[config.mk]
export PLATFORM = sky130hd
export DESIGN_NAME = frame_lock_rx
export DESIGN_NICKNAME = d
export VERILOG_FILES = /design/src/rtl/frame_lock_pkg.sv /design/src/rtl/fl_word_detect.sv /design/src/rtl/fl_zero_watch.sv /design/src/rtl/fl_frame_gen.sv /design/src/rtl/frame_lock_rx.sv
export SDC_FILE = /design/constraint.sdc
export NUM_CORES = 1
export LEC_CHECK = 0
export ABC_AREA = 1
export BUFFER_PORTS_ARGS = -buffer_cell sky130_fd_sc_hd__buf_2
export CAP_MARGIN = 20
export CORE_ASPECT_RATIO = 0.9
export CORE_MARGIN = 4
export CORE_UTILIZATION = 34
export DETAILED_ROUTE_END_ITERATION = 12
export PLACE_DENSITY = 0.52
export SYNTH_ARGS = -nofsm -noshare
export SYNTH_HDL_FRONTEND = slang
export SYNTH_SLANG_ARGS = --single-unit
[constraint.sdc]
create_clock -name clk -period 3.4 [get_ports clk]
set_clock_uncertainty 0.15 [all_clocks]
set_input_delay 0.68 -clock clk [delete_from_list [all_inputs] [get_ports clk]]
set_output_delay 0.68 -clock clk [all_outputs]
set_load 0.005 [all_outputs]
[src/rtl/frame_lock_pkg.sv]
package frame_lock_pkg;
    typedef enum logic [1:0] {
        ST_HUNT   = 2'd0,
        ST_LOCKED = 2'd1,
        ST_LOST   = 2'd2
    } lock_state_t;
endpackage

[src/rtl/fl_word_detect.sv]
module fl_word_detect #(
    parameter int          WORD_W  = 8,
    parameter logic [WORD_W-1:0] PATTERN = 8'hA5
) (
    input  logic clk,
    input  logic rst,
    input  logic bit_in,
    output logic hit
);
    logic [WORD_W-1:0] window_q;

    always_ff @(posedge clk) begin
        if (rst) window_q <= '0;
        else     window_q <= {window_q[WORD_W-2:0], bit_in};
    end

    always_comb hit = (window_q == PATTERN);
endmodule

[src/rtl/fl_zero_watch.sv]
module fl_zero_watch #(
    parameter int LOSS_RUN = 4096
) (
    input  logic clk,
    input  logic rst,
    input  logic bit_in,
    output logic run_done
);
    localparam int ZW = $clog2(LOSS_RUN + 1);
    localparam logic [ZW-1:0] LIMIT   = ZW'(LOSS_RUN);
    localparam logic [ZW-1:0] LIMIT_M = ZW'(LOSS_RUN - 1);

    logic [ZW-1:0] zrun_q;

    always_ff @(posedge clk) begin
        if (rst)                  zrun_q <= '0;
        else if (bit_in)          zrun_q <= '0;
        else if (zrun_q != LIMIT) zrun_q <= zrun_q + 1'b1;
    end

    // The edge that takes this zero in makes the run reach the limit.
    always_comb run_done = !bit_in && (zrun_q == LIMIT_M);
endmodule

[src/rtl/fl_frame_gen.sv]
module fl_frame_gen #(
    parameter int WORD_W = 8
) (
    input  logic clk,
    input  logic rst,
    input  logic load,
    input  logic active,
    input  logic keep,
    output logic pulse
);
    localparam int FW = $clog2(WORD_W);
    localparam logic [FW-1:0] LAST  = FW'(WORD_W - 1);
    localparam logic [FW-1:0] EARLY = FW'(WORD_W - 2);

    logic [FW-1:0] phase_q;
    logic          early;
    logic          pulse_q;

    always_ff @(posedge clk) begin
        if (rst || load)     phase_q <= '0;
        else if (active)     phase_q <= (phase_q == LAST) ? '0 : phase_q + 1'b1;
    end

    // Marker generated one bit ahead, then aligned by a single flop.
    always_comb early = active && (phase_q == EARLY);

    always_ff @(posedge clk) begin
        if (rst) pulse_q <= 1'b0;
        else     pulse_q <= early && keep;
    end

    always_comb pulse = pulse_q;
endmodule

[src/rtl/frame_lock_rx.sv]
module frame_lock_rx
    import frame_lock_pkg::*;
#(
    parameter int          WORD_W     = 8,
    parameter logic [WORD_W-1:0] PATTERN = 8'hA5,
    parameter int          QUAL_COUNT = 16,
    parameter int          LOSS_RUN   = 4096
) (
    input  logic clk,
    input  logic rst,
    input  logic rx_bit,
    output logic frame_sync,
    output logic locked,
    output logic link_lost,
    output logic train_req
);
    localparam int QW = (QUAL_COUNT > 2) ? $clog2(QUAL_COUNT) : 1;
    localparam int GW = $clog2(WORD_W);
    localparam logic [QW-1:0] QUAL_LAST = QW'(QUAL_COUNT - 1);
    localparam logic [GW-1:0] GAP_LAST  = GW'(WORD_W - 1);

    lock_state_t   state, state_n;
    logic          det_hit;
    logic          loss_evt;
    logic          aligned;
    logic          acquire;
    logic [QW-1:0] qcnt_q;
    logic [GW-1:0] gap_q;

    fl_word_detect #(.WORD_W(WORD_W), .PATTERN(PATTERN)) u_detect (
        .clk(clk), .rst(rst), .bit_in(rx_bit), .hit(det_hit)
    );

    fl_zero_watch #(.LOSS_RUN(LOSS_RUN)) u_zero (
        .clk(clk), .rst(rst), .bit_in(rx_bit), .run_done(loss_evt)
    );

    fl_frame_gen #(.WORD_W(WORD_W)) u_frame (
        .clk(clk), .rst(rst), .load(acquire),
        .active(state == ST_LOCKED), .keep(state_n == ST_LOCKED),
        .pulse(frame_sync)
    );

    always_comb aligned = (qcnt_q == '0) || (gap_q == GAP_LAST);

    // Next-state logic
    always_comb begin
        state_n = state;
        acquire = 1'b0;
        unique case (state)
            ST_HUNT: begin
                if (loss_evt) begin
                    state_n = ST_LOST;                         // DROP_HUNT
                end else if (det_hit && aligned && qcnt_q == QUAL_LAST) begin
                    state_n = ST_LOCKED;                       // QUALIFY
                    acquire = 1'b1;
                end
            end
            ST_LOCKED: if (loss_evt) state_n = ST_LOST;        // DROP_LOCK
            ST_LOST:   if (rx_bit)   state_n = ST_HUNT;        // RECOVER
            default:   state_n = ST_HUNT;
        endcase
    end

    // State register
    always_ff @(posedge clk) begin
        if (rst) state <= ST_HUNT;
        else     state <= state_n;
    end

    // Qualification counter: only advances while hunting
    always_ff @(posedge clk) begin
        if (rst || state != ST_HUNT) begin
            qcnt_q <= '0;
            gap_q  <= '0;
        end else if (det_hit) begin
            gap_q  <= '0;
            qcnt_q <= aligned ? qcnt_q + 1'b1 : QW'(1);
        end else begin
            gap_q <= (gap_q == GAP_LAST) ? '0 : gap_q + 1'b1;
            if (gap_q == GAP_LAST) qcnt_q <= '0;
        end
    end

    // Outputs
    always_comb begin
        locked    = (state == ST_LOCKED);
        link_lost = (state == ST_LOST);
        train_req = (state != ST_LOCKED);
    end
endmodule

==> results of run 1 <==
[per-stage QoR]
step / power, mW / hold WS [ns]
6_report: 0.722 / 0.277
5_1_grt: 0.760 / 0.285
4_1_cts: 0.738 / 0.276
3_5_place_dp: 0.442 / 0.265
3_3_place_gp: 0.442 / 0.264
2_1_floorplan: 0.435 / 0.249
[synth_stat cells]
cell and number:
ha_1 9, inv_1 44, nand3_2 2, a21oi_1 11
nand3_1 12, o21ai_0 10, nand4_1 6, nor3_2 2
nor3_1 7, nor3_4 1, nor2_1 41, a31oi_1 1
nor2_4 1, clkbuf_1 1, dfxtp_1 34, nand2_2 3
xor2_1 3, nand2_1 37
[critical path, delay by kind of cell, from the launching register on]
kind	cells	cell delay [ns]
buffers and inverters	3	0.36
flip-flops	1	0.38
AND/OR/NAND/NOR	1	0.15
[state kept, by name, indices dropped and copies added (netlist names)]
signal	count
qcnt_q	4
u_detect.window_q	8
u_zero.zrun_q	13
state	2
gap_q	3
u_frame.phase_q	3
u_frame.pulse	1
[cell families after synthesis]
group / count (synthesis) / share of synthesized area (%)
AOI/OAI and AO/OA: 22 / 6.91
xor gates and xnor gates: 3 / 1.63
adders and majority gates: 9 / 6.99
buffers and inverters: 45 / 10.5
DFF: 34 / 42.2
and+or+nand+nor: 112 / 31.8
[final cells by class]
| class | instances | area (um^2) |
|---|---|---|
| Tap cell | 62 | 77.6 |
| Clock buffer | 6 | 82.6 |
| Timing Repair Buffer | 6 | 30.0 |
| Fill cell | 489 | 2720 |
| Inverter | 44 | 165 |
| Multi-Input combinational cell | 146 | 762 |
| Sequential cell | 34 | 681 |
[metal layers]
metal | global-route usage [%] | wire length [um] | share of wire, % | up-vias
li1 | - | - | - | 721
met1 | 15.3 | 1620 | 57 | 560
met2 | 15.4 | 1080 | 38 | 16
met3 | 3.31 | 103 | 3.7 | 2
met4 | 3.94 | 15 | 0.53 | 0
met5 | 0 | 0 | 0 | -
[where the power goes]
part | internal, mW | leakage (nW) | total (mW) | switching (mW)
Sequential | 0.404 | 0.275 | 0.408 | 0.00310
Clock | 0.156 | 0.0431 | 0.289 | 0.133
Combinational | 0.00887 | 0.468 | 0.0251 | 0.0162
Total | 0.569 | 0.786 | 0.722 | 0.152
[worst max path at each step]
stage | start | end | depth (start not counted)
6_report | state[0] | train_req | 4
3_5_place_dp | rst | u_zero.zrun_q[7] | 4
3_3_place_gp | rst | u_zero.zrun_q[12] | 4
2_1_floorplan | state[0] | train_req | 3
4_1_cts | state[0] | train_req | 4
5_1_grt | state[0] | train_req | 4
==> impl_metrics.xml, run 1 <==
<?xml version="1.0" encoding="UTF-8"?>
<metrics>
  <group name="floorplanning">
    <metric name="rows" unit="">23</metric>
    <metric name="design.die.area" unit="mm^2">0.00591</metric>
    <metric name="io_pins" unit="">7</metric>
    <metric name="dieWidth" unit="um">80.6</metric>
    <metric name="effective_utilization_at_floorplan" unit="%">35.7</metric>
    <metric name="fp.coreArea" unit="mm^2">0.00452</metric>
    <metric name="die_y" unit="um">73.3</metric>
  </group>
  <group name="critical_path">
    <metric name="timing.rr.end" unit="">u_frame.phase_q[0]</metric>
    <metric name="regToRegSetupSlack" unit="ns">1.81</metric>
    <metric name="slowest_delay" unit="ns">0.38</metric>
    <metric name="critical_path_peak_fanout" unit="">6</metric>
    <metric name="timing.critical_path.arrival" unit="ns">1.16</metric>
    <metric name="rr_startpoint" unit="">u_zero.zrun_q[0]</metric>
    <metric name="cp-end-kind" unit="">output port</metric>
    <metric name="crit_type" unit="">reg -&gt; out</metric>
    <metric name="r2r_cells" unit="">7</metric>
    <metric name="critical_path.cell_chain" unit="">inv_1 -&gt; nor2_4 -&gt; inv_1 -&gt; buf_2</metric>
    <metric name="cpMaxStageDelayCell" unit="">dfxtp_1</metric>
    <metric name="required" unit="ns">2.57</metric>
    <metric name="timing.critical_path.from_type" unit="">register</metric>
    <metric name="critPathMostFrequentCell" unit="">inv_1</metric>
  </group>
  <group name="sta">
    <metric name="setup_viol" unit="">0</metric>
    <metric name="report.final.hold_viol_count" unit="">0</metric>
    <metric name="max_clock_freq" unit="MHz">502</metric>
    <metric name="maxSlewHeadroom" unit="%">56.7</metric>
    <metric name="worstMarginPinSlew" unit="ns">0.648</metric>
    <metric name="setup_tns" unit="ns">0</metric>
    <metric name="timing.final.crit_share" unit="%">58.6</metric>
    <metric name="postLayoutSetupSlackWorst" unit="ns">1.41</metric>
    <metric name="timing.final.max_slew_violations" unit="">0</metric>
    <metric name="period_minus_slack" unit="ns">1.99</metric>
    <metric name="unrepaired_setup_endpoints_after_global_routing" unit="">no</metric>
  </group>
  <group name="run">
    <metric name="maxcap_viol_count" unit="">0</metric>
  </group>
  <group name="clocking">
    <metric name="cts_num_sinks" unit="">34</metric>
    <metric name="root_cell_of_the_clock_tree" unit="">clkbuf_8</metric>
    <metric name="clock_tree_from_tritoncts" unit="">built</metric>
    <metric name="postCtsSetupBuffers" unit="">0</metric>
    <metric name="insertion_delay" unit="ns">0.27</metric>
    <metric name="hold_bufs_inserted_after_cts" unit="">0</metric>
    <metric name="post_cts_resized" unit="">0</metric>
    <metric name="cts.reportedPaths.clkPinSlew" unit="ns">0.07</metric>
    <metric name="clock_path_buffers" unit="">2</metric>
    <metric name="number_of_h_tree_branching_levels" unit="">2</metric>
    <metric name="numCtsBuffers" unit="">5</metric>
  </group>
  <group name="logic_synthesis">
    <metric name="yosysUniqueCellTypes" unit="">18</metric>
    <metric name="netlist_instances" unit="">225</metric>
    <metric name="synthesis.area" unit="mm^2">0.00161</metric>
    <metric name="yosys.area.top_type_share" unit="%">42.2</metric>
    <metric name="yosysTopAreaCell" unit="">dfxtp_1</metric>
    <metric name="synth.net_count" unit="">237</metric>
    <metric name="synth.avg_cell_area" unit="um^2">7.16</metric>
    <metric name="seq_area_frac_synth" unit="%">42.2</metric>
    <metric name="synth_warnings" unit="">0</metric>
    <metric name="synth.area.top_cells" unit="">dfxtp_1, inv_1, nor2_1</metric>
    <metric name="seq_cells_post_synth" unit="">34</metric>
  </group>
  <group name="global_routing">
    <metric name="antenna_found_initial" unit="">0</metric>
    <metric name="first_global_vias" unit="">1143</metric>
    <metric name="grt_remaining_overflow" unit="">0</metric>
    <metric name="grt_use_total" unit="%">10.8</metric>
    <metric name="grt_first_pass_wirelength" unit="mm">4.98</metric>
    <metric name="grt_start_max_net_pins" unit="">13</metric>
  </group>
  <group name="layout">
    <metric name="num_antenna_cells" unit="">0</metric>
    <metric name="nets" unit="">249</metric>
    <metric name="flow.area_growth_from_synthesis" unit="%">11.6</metric>
    <metric name="layout-drive-gt1-share" unit="%">8.90</metric>
    <metric name="final_common_cell" unit="">inv_1</metric>
    <metric name="finalNonFillerCells" unit="">298</metric>
    <metric name="final_cell_mix" unit="">inv_1, nor2_1, nand2_1, dfxtp_1, nand3_1</metric>
    <metric name="postLayoutCellArea" unit="mm^2">0.00180</metric>
    <metric name="final_util" unit="%">39.8</metric>
  </group>
  <group name="routing">
    <metric name="firstDrtPassIters" unit="">4</metric>
    <metric name="postRouteWirelength" unit="mm">2.82</metric>
    <metric name="initialDrtViolationCount" unit="">50</metric>
    <metric name="remaining_drc_errors" unit="">0</metric>
    <metric name="drt-wirelength-per-cell" unit="um">9.46</metric>
    <metric name="vias" unit="">1299</metric>
    <metric name="drt.antenna.violating_nets" unit="">0</metric>
    <metric name="routed_via_density" unit="">4.36</metric>
  </group>
  <group name="outcome">
    <metric name="result_of_the_run" unit="">finished, final reports clean</metric>
  </group>
  <group name="pwr">
    <metric name="p_leak" unit="nW">0.786</metric>
    <metric name="power_density" unit="mW/mm^2">401</metric>
    <metric name="worst_ir_drop_vdd" unit="mV">0.152</metric>
  </group>
  <group name="placement">
    <metric name="placed_area" unit="mm^2">0.00172</metric>
    <metric name="portBuffers" unit="">6</metric>
    <metric name="preCtsSetupSlack" unit="ns">1.45</metric>
    <metric name="final_weighted_congestion_in_routability_driven_placement" unit="">0.772</metric>
    <metric name="placed_cells_incl_taps" unit="">292</metric>
    <metric name="dp.final_hpwl" unit="mm">2.11</metric>
  </group>
  <group name="worst_hold_path">
    <metric name="min_to" unit="">u_detect.window_q[1]</metric>
    <metric name="hold_class" unit="">reg -&gt; reg</metric>
    <metric name="whs_path_depth" unit="">2</metric>
    <metric name="hold_sp" unit="">u_detect.window_q[0]</metric>
  </group>
</metrics>
(Power assumes the default switching activity.)
==> inputs of run 2 (changes only) <==
==> constraint.sdc (replaced) <==
create_clock -name clk -period 1.88 [get_ports clk]
set_clock_uncertainty 0.15 [all_clocks]
set_input_delay 0.376 -clock clk [delete_from_list [all_inputs] [get_ports clk]]
set_output_delay 0.376 -clock clk [all_outputs]
set_load 0.005 [all_outputs]
==> impl_metrics.xml, run 2 (synthesized netlist as in run 1, its figures left out) <==
<?xml version="1.0" encoding="UTF-8"?>
<metrics>
  <group name="outcome">
    <metric name="result_of_the_run" unit="">finished, final reports clean</metric>
  </group>
  <group name="layout">
    <metric name="nets" unit="">252</metric>
    <metric name="final_common_cell" unit="">inv_1</metric>
    <metric name="flow.area_growth_from_synthesis" unit="%">13.7</metric>
    <metric name="reg_top3" unit="">u_zero.zrun_q (13), u_detect.window_q (8), qcnt_q (4)</metric>
    <metric name="largest_register_ffs" unit="">13</metric>
    <metric name="final_util" unit="%">40.6</metric>
    <metric name="top_register" unit="">u_zero.zrun_q</metric>
    <metric name="layout-drive-gt1-share" unit="%">10.8</metric>
    <metric name="num_antenna_cells" unit="">0</metric>
    <metric name="final_cell_mix" unit="">inv_1, nor2_1, nand2_1, dfxtp_1, nand3_1</metric>
  </group>
  <group name="placement">
    <metric name="dp.final_hpwl" unit="mm">2.21</metric>
    <metric name="portBuffers" unit="">6</metric>
    <metric name="final_weighted_congestion_in_routability_driven_placement" unit="">0.770</metric>
    <metric name="preCtsSetupSlack" unit="ns">0.302</metric>
  </group>
  <group name="critical_path">
    <metric name="slowest_delay" unit="ns">0.38</metric>
    <metric name="regToRegSetupSlack" unit="ns">0.31</metric>
    <metric name="crit_type" unit="">reg -&gt; out</metric>
    <metric name="timing.critical_path.from_type" unit="">register</metric>
    <metric name="critPathMostFrequentCell" unit="">inv_1</metric>
    <metric name="timing.critical_path.from" unit="">state[0]</metric>
    <metric name="required" unit="ns">1.35</metric>
    <metric name="critical_path_peak_fanout" unit="">6</metric>
    <metric name="timing.rr.end" unit="">u_frame.phase_q[1]</metric>
    <metric name="rr_startpoint" unit="">u_zero.zrun_q[0]</metric>
    <metric name="critical_path.cell_chain" unit="">inv_1 -&gt; nor2_4 -&gt; inv_1 -&gt; buf_2</metric>
    <metric name="timing.critical_path.arrival" unit="ns">1.16</metric>
    <metric name="r2r_cells" unit="">7</metric>
    <metric name="cpMaxStageDelayCell" unit="">dfxtp_1</metric>
    <metric name="cp-end-kind" unit="">output port</metric>
  </group>
  <group name="pwr">
    <metric name="p_leak" unit="nW">0.805</metric>
    <metric name="worst_ir_drop_vdd" unit="mV">0.352</metric>
    <metric name="share_comb_of_total_power" unit="%">3.8</metric>
    <metric name="switching_power" unit="uW">307</metric>
    <metric name="power" unit="mW">1.35</metric>
    <metric name="internal_power" unit="mW">1.05</metric>
    <metric name="power_density" unit="mW/mm^2">738</metric>
    <metric name="sw_frac_of_total" unit="%">22.7</metric>
    <metric name="sequentialPowerShare" unit="%">54.5</metric>
    <metric name="clock_power_share" unit="%">41.8</metric>
  </group>
  <group name="sta">
    <metric name="timing.final.max_slew_violations" unit="">0</metric>
    <metric name="maxSlewHeadroom" unit="%">77.5</metric>
    <metric name="setup_viol" unit="">0</metric>
    <metric name="postLayoutSetupSlackWorst" unit="ns">0.199</metric>
    <metric name="period_minus_slack" unit="ns">1.68</metric>
    <metric name="setup_tns" unit="ns">0</metric>
    <metric name="timing.hold.ws" unit="ns">0.128</metric>
    <metric name="timing.final.crit_share" unit="%">89.4</metric>
    <metric name="report.final.hold_viol_count" unit="">0</metric>
    <metric name="unrepaired_setup_endpoints_after_global_routing" unit="">no</metric>
    <metric name="max_clock_freq" unit="MHz">595</metric>
    <metric name="worstMarginPinSlew" unit="ns">0.335</metric>
  </group>
  <group name="routing">
    <metric name="routed_via_density" unit="">4.41</metric>
    <metric name="firstDrtPassIters" unit="">4</metric>
    <metric name="postRouteWirelength" unit="mm">2.94</metric>
    <metric name="remaining_drc_errors" unit="">0</metric>
    <metric name="initialDrtViolationCount" unit="">55</metric>
    <metric name="vias" unit="">1335</metric>
    <metric name="drt-wirelength-per-cell" unit="um">9.70</metric>
    <metric name="drt.antenna.violating_nets" unit="">0</metric>
  </group>
  <group name="worst_hold_path">
    <metric name="hold_sp" unit="">rx_bit</metric>
    <metric name="min_to" unit="">state[1]</metric>
    <metric name="hold_class" unit="">in -&gt; reg</metric>
    <metric name="whs_path_depth" unit="">2</metric>
  </group>
  <group name="clocking">
    <metric name="number_of_h_tree_branching_levels" unit="">2</metric>
    <metric name="insertion_delay" unit="ns">0.29</metric>
    <metric name="hold_bufs_inserted_after_cts" unit="">0</metric>
    <metric name="clock_tree_from_tritoncts" unit="">built</metric>
    <metric name="post_cts_resized" unit="">0</metric>
    <metric name="root_cell_of_the_clock_tree" unit="">clkbuf_8</metric>
    <metric name="clock_path_buffers" unit="">2</metric>
    <metric name="numCtsBuffers" unit="">5</metric>
    <metric name="cts.reportedPaths.clkPinSlew" unit="ns">0.07</metric>
    <metric name="postCtsSetupBuffers" unit="">0</metric>
    <metric name="cts_num_sinks" unit="">34</metric>
  </group>
  <group name="global_routing">
    <metric name="grt_remaining_overflow" unit="">0</metric>
    <metric name="first_global_vias" unit="">1195</metric>
    <metric name="antenna_found_initial" unit="">0</metric>
    <metric name="grt_first_pass_wirelength" unit="mm">5.22</metric>
    <metric name="grt_use_total" unit="%">11.5</metric>
    <metric name="grt_start_max_net_pins" unit="">13</metric>
  </group>
  <group name="floorplanning">
    <metric name="effective_utilization_at_floorplan" unit="%">35.7</metric>
    <metric name="design.die.area" unit="mm^2">0.00591</metric>
    <metric name="fp.coreArea" unit="mm^2">0.00452</metric>
    <metric name="dieWidth" unit="um">80.6</metric>
    <metric name="rows" unit="">23</metric>
    <metric name="die_y" unit="um">73.3</metric>
    <metric name="io_pins" unit="">7</metric>
  </group>
  <group name="run">
    <metric name="maxcap_viol_count" unit="">0</metric>
  </group>
</metrics>
run 2: cell types whose count changed in the layout (fill, tap and decap cells not counted):
cell / change
buf_4: +3
clkinv_2: +1
clkinvlp_4: +1
run 2: worst max-delay path by stage:
stage / to / slack, ns / cells after the start
after floorplan: u_frame.phase_q[0] / 0.47 / 7
after global placement: u_frame.phase_q[1] / 0.37 / 7
after detailed placement: u_frame.phase_q[1] / 0.30 / 7
after CTS: train_req / 0.17 / 4
after global routing: train_req / 0.09 / 4
final: train_req / 0.20 / 4
run 2: cell type report:
class	instances	area, um^2
clock buffer	6	82.6
clock inverter	2	12.5
fill	482	2690
inverter	44	165
multi-input combinational	146	762
sequential	34	681
tap	62	77.6
timing repair buffer	9	52.6
run 2: worst max-delay path, delay by kind of cell, from the launching register on:
kind	cells	cell delay, ns
simple gates	1	0.14
flops	1	0.38
buf+inv	3	0.35
run 2: stage by stage:
stage,cells,cell area (um^2)
2_1_floorplan,225,1610
3_3_place_gp,295,1740
3_5_place_dp,295,1740
4_1_cts,303,1830
5_1_grt,303,1830
6_report,303,1830
run 2: per-layer routing:
metal	vias up	track usage, %	routed length, um
li1	731	-	-
met1	583	15.8	1590
met2	15	15.6	1170
met3	6	3.80	113
met4	0	6.57	70
met5	-	0	0
run 2: power by group through the flow:
stage | Combinational, mW | Sequential, mW | Clock (mW)
2_1_floorplan | 0.0352 | 0.752 | 0
3_3_place_gp | 0.0516 | 0.753 | 0
3_5_place_dp | 0.0517 | 0.754 | 0
4_1_cts | 0.0520 | 0.737 | 0.593
5_1_grt | 0.0609 | 0.738 | 0.620
6_report | 0.0508 | 0.737 | 0.565
